--- src/rtl/intr_agg_pkg.sv ---
// Package: shared constants for the interrupt status aggregator.
// Assumes byte offsets inside a 1 MiB register window.
package intr_agg_pkg;
    localparam int STAT_W     = 32;
    localparam int ADDR_W     = 20;
    localparam int NUM_UNITS  = 3;
    localparam logic [ADDR_W-1:0] OFS_STATUS = 20'h00024;
    localparam logic [ADDR_W-1:0] OFS_SET    = 20'h00060;
    localparam logic [ADDR_W-1:0] OFS_CLR    = 20'h00064;
    localparam int CALC_BIT   = 0;
    localparam int COPY_BIT   = 8;
endpackage

--- src/rtl/intr_wr_decode.sv ---
// Module: decodes register writes into software set/clear masks and events.
// Assumes a single-cycle write strobe; other offsets are ignored.
module intr_wr_decode #(
    parameter int ADDR_W = 20,
    parameter int W      = 32,
    parameter logic [ADDR_W-1:0] SET_OFS = '0,
    parameter logic [ADDR_W-1:0] CLR_OFS = '0
) (
    input  logic              wr_en,
    input  logic [ADDR_W-1:0] wr_addr,
    input  logic [W-1:0]      wr_data,
    output logic [W-1:0]      sw_set_mask,
    output logic [W-1:0]      sw_clr_mask,
    output logic              sw_raise,
    output logic              sw_clear
);
    // Match the write offset against the set and clear registers
    always_comb begin
        sw_raise    = wr_en && (wr_addr == SET_OFS);
        sw_clear    = wr_en && (wr_addr == CLR_OFS);
        sw_set_mask = sw_raise ? wr_data : '0;
        sw_clr_mask = sw_clear ? wr_data : '0;
    end
endmodule

--- src/rtl/intr_src_merge.sv ---
// Module: ORs the set masks of all internal units plus the two named
// completion strobes into one hardware set mask.
// Assumes the strobes are one-cycle events.
module intr_src_merge #(
    parameter int W         = 32,
    parameter int NUM_UNITS = 3,
    parameter int CALC_BIT  = 0,
    parameter int COPY_BIT  = 8
) (
    input  logic [NUM_UNITS*W-1:0] unit_set,
    input  logic                   calc_done,
    input  logic                   copy_done,
    output logic [W-1:0]           hw_set_mask,
    output logic                   hw_raise
);
    logic [W-1:0] partial [NUM_UNITS+1];
    logic [W-1:0] named_mask;

    // Place the named strobes at their fixed bit positions
    always_comb begin
        named_mask           = '0;
        named_mask[CALC_BIT] = calc_done;
        named_mask[COPY_BIT] = copy_done;
    end

    assign partial[0] = named_mask;

    // Chain one OR stage per internal unit
    genvar u;
    generate
        for (u = 0; u < NUM_UNITS; u++) begin : g_unit
            assign partial[u+1] = partial[u] | unit_set[u*W +: W];
        end
    endgenerate

    assign hw_set_mask = partial[NUM_UNITS];
    assign hw_raise    = |hw_set_mask;
endmodule

--- src/rtl/intr_status_reg.sv ---
// Module: holds the cause word, applying clear first and then set.
// Assumes synchronous active-low reset.
module intr_status_reg #(
    parameter int W = 32
) (
    input  logic         clk,
    input  logic         rst_n,
    input  logic [W-1:0] clr_mask,
    input  logic [W-1:0] set_mask,
    output logic [W-1:0] status_nxt,
    output logic [W-1:0] status_q
);
    // Next value: clear wins over the old bit, set wins over clear
    assign status_nxt = (status_q & ~clr_mask) | set_mask;

    // Register the cause word
    always_ff @(posedge clk) begin
        if (!rst_n) status_q <= '0;
        else        status_q <= status_nxt;
    end
endmodule

--- src/rtl/intr_notify.sv ---
// Module: drives the level line and the message pulse from raise/clear
// events and the zero state of the next cause word.
// Assumes mode input is static around events of interest; level holds in message mode.
module intr_notify (
    input  logic clk,
    input  logic rst_n,
    input  logic raise,
    input  logic clear,
    input  logic nxt_zero,
    input  logic msi_en,
    output logic irq_level,
    output logic msi_pulse
);
    // Update the level line: raise asserts, emptying clear deasserts
    always_ff @(posedge clk) begin
        if (!rst_n) begin
            irq_level <= 1'b0;
        end else if (!msi_en) begin
            if (raise && !nxt_zero)     irq_level <= 1'b1;
            else if (clear && nxt_zero) irq_level <= 1'b0;
        end
    end

    // Emit one message pulse per raise that leaves the word nonzero
    always_ff @(posedge clk) begin
        if (!rst_n) msi_pulse <= 1'b0;
        else        msi_pulse <= msi_en && raise && !nxt_zero;
    end
endmodule

--- src/rtl/intr_status_agg.sv ---
// Module: top of the interrupt status aggregator. Merges software and
// internal set/clear masks into a cause word and signals the host by
// level or by message pulse.
// Assumes one register write per cycle and a combinational read port.
module intr_status_agg
    import intr_agg_pkg::*;
#(
    parameter int W         = STAT_W,
    parameter int AW        = ADDR_W,
    parameter int UNITS     = NUM_UNITS
) (
    input  logic             clk,
    input  logic             rst_n,
    input  logic             wr_en,
    input  logic [AW-1:0]    wr_addr,
    input  logic [W-1:0]     wr_data,
    input  logic [AW-1:0]    rd_addr,
    output logic [W-1:0]     rd_data,
    input  logic             calc_done,
    input  logic             copy_done,
    input  logic [UNITS*W-1:0] unit_set,
    input  logic             msi_en,
    output logic             irq_level,
    output logic             msi_pulse
);
    logic [W-1:0] sw_set_mask, sw_clr_mask, hw_set_mask;
    logic [W-1:0] status_nxt, status_q;
    logic         sw_raise, sw_clear, hw_raise;

    intr_wr_decode #(
        .ADDR_W(AW), .W(W),
        .SET_OFS(OFS_SET[AW-1:0]), .CLR_OFS(OFS_CLR[AW-1:0])
    ) u_dec (
        .wr_en(wr_en), .wr_addr(wr_addr), .wr_data(wr_data),
        .sw_set_mask(sw_set_mask), .sw_clr_mask(sw_clr_mask),
        .sw_raise(sw_raise), .sw_clear(sw_clear)
    );

    intr_src_merge #(
        .W(W), .NUM_UNITS(UNITS), .CALC_BIT(CALC_BIT), .COPY_BIT(COPY_BIT)
    ) u_merge (
        .unit_set(unit_set), .calc_done(calc_done), .copy_done(copy_done),
        .hw_set_mask(hw_set_mask), .hw_raise(hw_raise)
    );

    intr_status_reg #(.W(W)) u_stat (
        .clk(clk), .rst_n(rst_n),
        .clr_mask(sw_clr_mask), .set_mask(sw_set_mask | hw_set_mask),
        .status_nxt(status_nxt), .status_q(status_q)
    );

    intr_notify u_ntf (
        .clk(clk), .rst_n(rst_n),
        .raise(sw_raise | hw_raise), .clear(sw_clear),
        .nxt_zero(status_nxt == '0), .msi_en(msi_en),
        .irq_level(irq_level), .msi_pulse(msi_pulse)
    );

    // Read mux: cause word at the status offset, all ones elsewhere
    assign rd_data = (rd_addr == OFS_STATUS[AW-1:0]) ? status_q : '1;
endmodule

--- config.mk ---
export PLATFORM = sky130hd
export DESIGN_NAME = intr_status_agg
export DESIGN_NICKNAME = d
export VERILOG_FILES = /design/src/rtl/intr_agg_pkg.sv /design/src/rtl/intr_wr_decode.sv /design/src/rtl/intr_src_merge.sv /design/src/rtl/intr_status_reg.sv /design/src/rtl/intr_notify.sv /design/src/rtl/intr_status_agg.sv
export SDC_FILE = /design/constraint.sdc
export NUM_CORES = 1
export LEC_CHECK = 0
export BUFFER_PORTS_ARGS = -buffer_cell sky130_fd_sc_hd__buf_2
export CORE_MARGIN = 3
export CORE_UTILIZATION = 38
export DETAILED_ROUTE_END_ITERATION = 6
export GPL_TIMING_DRIVEN = 0
export PLACE_DENSITY = 0.8
export REMOVE_ABC_BUFFERS = 1
export SETUP_SLACK_MARGIN = 0.3
export SKIP_CTS_REPAIR_TIMING = 1
export SLEW_MARGIN = 30
export SYNTH_ARGS = -nofsm -noshare
export SYNTH_HDL_FRONTEND = slang
export SYNTH_SLANG_ARGS = --single-unit
--- constraint.sdc ---
create_clock -name clk -period 6.4 [get_ports clk]
set_input_delay 0.32 -clock clk [delete_from_list [all_inputs] [get_ports clk]]
set_output_delay 0.32 -clock clk [all_outputs]
set_load 0.05 [all_outputs]
==> flow_summary.json <==
{
  "status": "finished clean",
  "drv_slew": 0,
  "period_share_pct": 46.2,
  "worst_path_max_delay_cell": "nor4b_2",
  "hold_class": "primary input to flop",
  "ys_warn_count": 0,
  "synth-seq-area-share_pct": 27.9,
  "path_depth": 11,
  "grt_pass1_vias": 3360,
  "clkPwrFrac_pct": 32.7,
  "async_reset_ff_share_pct": 0,
  "grt_antenna_before_repair": 0,
  "period_minus_slack_ps": 2960,
  "drive_gt1_share_pct": 42.9,
  "crit_path_max_incr_delay_ps": 640,
  "drc": 0,
  "final.setup.tns_ps": 0,
  "final_nets": 716,
  "synth_area_leaders": "dfxtp_1, nand4_1, or3_1",
  "seq_power_share_pct": 46.0,
  "die_h_um": 86.2,
  "hold_viol_final": 0,
  "clk_pin_slew_ps": 70,
  "holdPathStages": 3,
  "core_area_mm2": 0.00606,
  "crit_chain": "buf_2 > nor4b_2 > buf_4 > buf_2 > buf_2 > nand2_1 > o21ai_0 > nand3_1 > or4_4 > nor4_2 > a31oi_1",
  "reg2regPathDepth": 6,
  "rsz0062_at_grt": "no",
  "timing.fmax_mhz": 338,
  "synth_seq_cells": 34,
  "grt_max_degree": 35,
  "power_frac_comb_pct": 21.3,
  "peakVddDrop_mv": 0.0854,
  "wl_mm": 9.85,
  "wl_per_cell_um": 15.9,
  "worstPathRequired_ps": 6560,
  "clock-sinks": 34,
  "total_leakage_power_uw": 0.00146,
  "cts_inserted_buffers": 5,
  "cp_num_buf_inv": 4,
  "critPathKind": "primary input to flop",
  "cts_tree": "done",
  "grt-ovfl-total": 0,
  "grt_pass1_wl_mm": 15.3,
  "synth_most_common_cell": "nor3_1",
  "cts_max_level": 2,
  "die_w_um": 86.2,
  "relSlewSlack_pct": 40.2,
  "cp-end-kind": "flop",
  "gp_congestion": 0.873,
  "intPower_uw": 369,
  "synth_xor_area_share_pct": 0,
  "ys.flop_type": "dfxtp_1",
  "n_fill_cell": 584,
  "cp_top_family": "simple AND/OR/NAND/NOR gates",
  "synthSimpleGateAreaFrac_pct": 54.5,
  "rows": 28,
  "synth_compound_area_share_pct": 12.5,
  "first_pass_iters": 5,
  "synth_top_family_by_area": "simple AND/OR/NAND/NOR gates",
  "power_density_mw_per_mm2": 138,
  "cp-start-kind": "primary input",
  "max_cap_viol_count": 0,
  "die_area_mm2": 0.00742,
  "path_max_fanout": 9,
  "numPortBuffers": 207,
  "synth_mux_area_share_pct": 0,
  "worst_pin_slew_ps": 895,
  "cts-root-buf": "clkbuf_8",
  "switching_share_pct": 26.7,
  "syn2layout_area_growth_pct": 48.9,
  "p_sw_uw": 134,
  "worstSkewPairLatency_ps": 280,
  "synth_top_area_cell": "dfxtp_1",
  "worst_path_most_repeated_cell": "buf_2",
  "ys_types": 36,
  "via_per_inst": 5.61,
  "drt_iter0_drc": 179,
  "avgSynthCellArea_um2": 7.12,
  "clk_path_buf_depth": 2,
  "synth_adder_area_share_pct": 0,
  "drtAntennaViolNets": 0,
  "start_util_pct": 40.3,
  "synth.top_cell.area_share_pct": 27.9,
  "track_usage_pct": 25.6,
  "syn_inst": 343,
  "hold_ws_ps": 303,
  "synth_top_cells_by_count": "nor3_1, dfxtp_1, nand4_1, nand2_1, or3_1",
  "finalClockSkew_ps": 1.73,
  "n_antenna_cell": 0,
  "cp.arrival_ps": 3110,
  "synth-edff-count": 0,
  "dr_total_vias": 3469,
  "io_pins": 208,
  "syn_area_mm2": 0.00244,
  "setup_viol": 0,
  "hpwl_mm": 7.90
}
## sequential cells by signal, indices dropped and copies added, names as in the netlist
| signal | cells |
|---|---|
| u_ntf.irq_level | 1 |
| u_ntf.msi_pulse | 1 |
| u_stat.status_q | 32 |
## worst min-delay path, cell delays in order
cell	delay, ps
buf_2	120
nand2_1	60
a211oi_1	40
## layout by cell type, fill, tap and decap left out, drive strengths merged, types with 3 or more instances in the layout
cell type	count
o21ai	27
inv	5
and3	10
nand4	34
or4	7
nor3	37
nor2b	4
a31oi	8
or3	31
clkbuf	7
a21boi	4
nor2	4
dfxtp	34
nand3	15
or4b	3
buf	216
and2	26
a22oi	4
nand2	33
nor4	21
## routing by layer
metal | track usage [%] | wire (um) | vias to the layer above
li1 | - | - | 1721
met1 | 30.3 | 3790 | 1531
met2 | 47.2 | 4950 | 205
met3 | 4.61 | 949 | 12
met4 | 6.04 | 158 | 0
met5 | 0 | 0 | -
## worst paths after layout
check                            from              end  slack [ps]
setup / recovery           wr_addr[7]  u_ntf.irq_level        3440
hold / removal                 msi_en  u_ntf.msi_pulse         300
setup reg to reg  u_stat.status_q[14]  u_ntf.irq_level        4740
hold reg to reg       u_ntf.irq_level  u_ntf.irq_level         510
## logic make-up (layout without fill, tap and decap cells)
logic type             after synthesis  after routing
buffers and inverters               29            229
DFF                                 34             34
and+or+nand+nor                    229            229
AOI/OAI and AO/OA                   51             51
## power by group through the flow
stage	Sequential (uW)	Combinational (uW)	Clock (uW)
after detailed placement	236	107	0
final	232	107	165
after floorplan	237	33.3	0
after global placement	236	102	0
after global routing	233	120	177
after CTS	231	107	168
## metrics by stage
stage,total power [uW],util (%),std cells,setup WS (ps),cell area [um2]
after detailed placement,343,58.5,610,3170,3540
after global placement,338,57.2,601,-2110,3460
after global routing,530,60.0,618,3210,3630
final,503,60.0,618,3440,3630
after floorplan,270,-,319,16.8,2330
after CTS,506,60.0,618,3470,3630
## cell type report
type	instances	area [um2]	area share, %
Multi-Input combinational cell	280	1660	45.5
Clock buffer	7	86.3	2.38
Tap cell	75	93.8	2.58
Timing Repair Buffer	216	1090	30.1
Sequential cell	34	681	18.7
Clock inverter	1	5.00	0.138
Inverter	5	18.8	0.516
No activity file was read; power rests on OpenSTA's default activity.
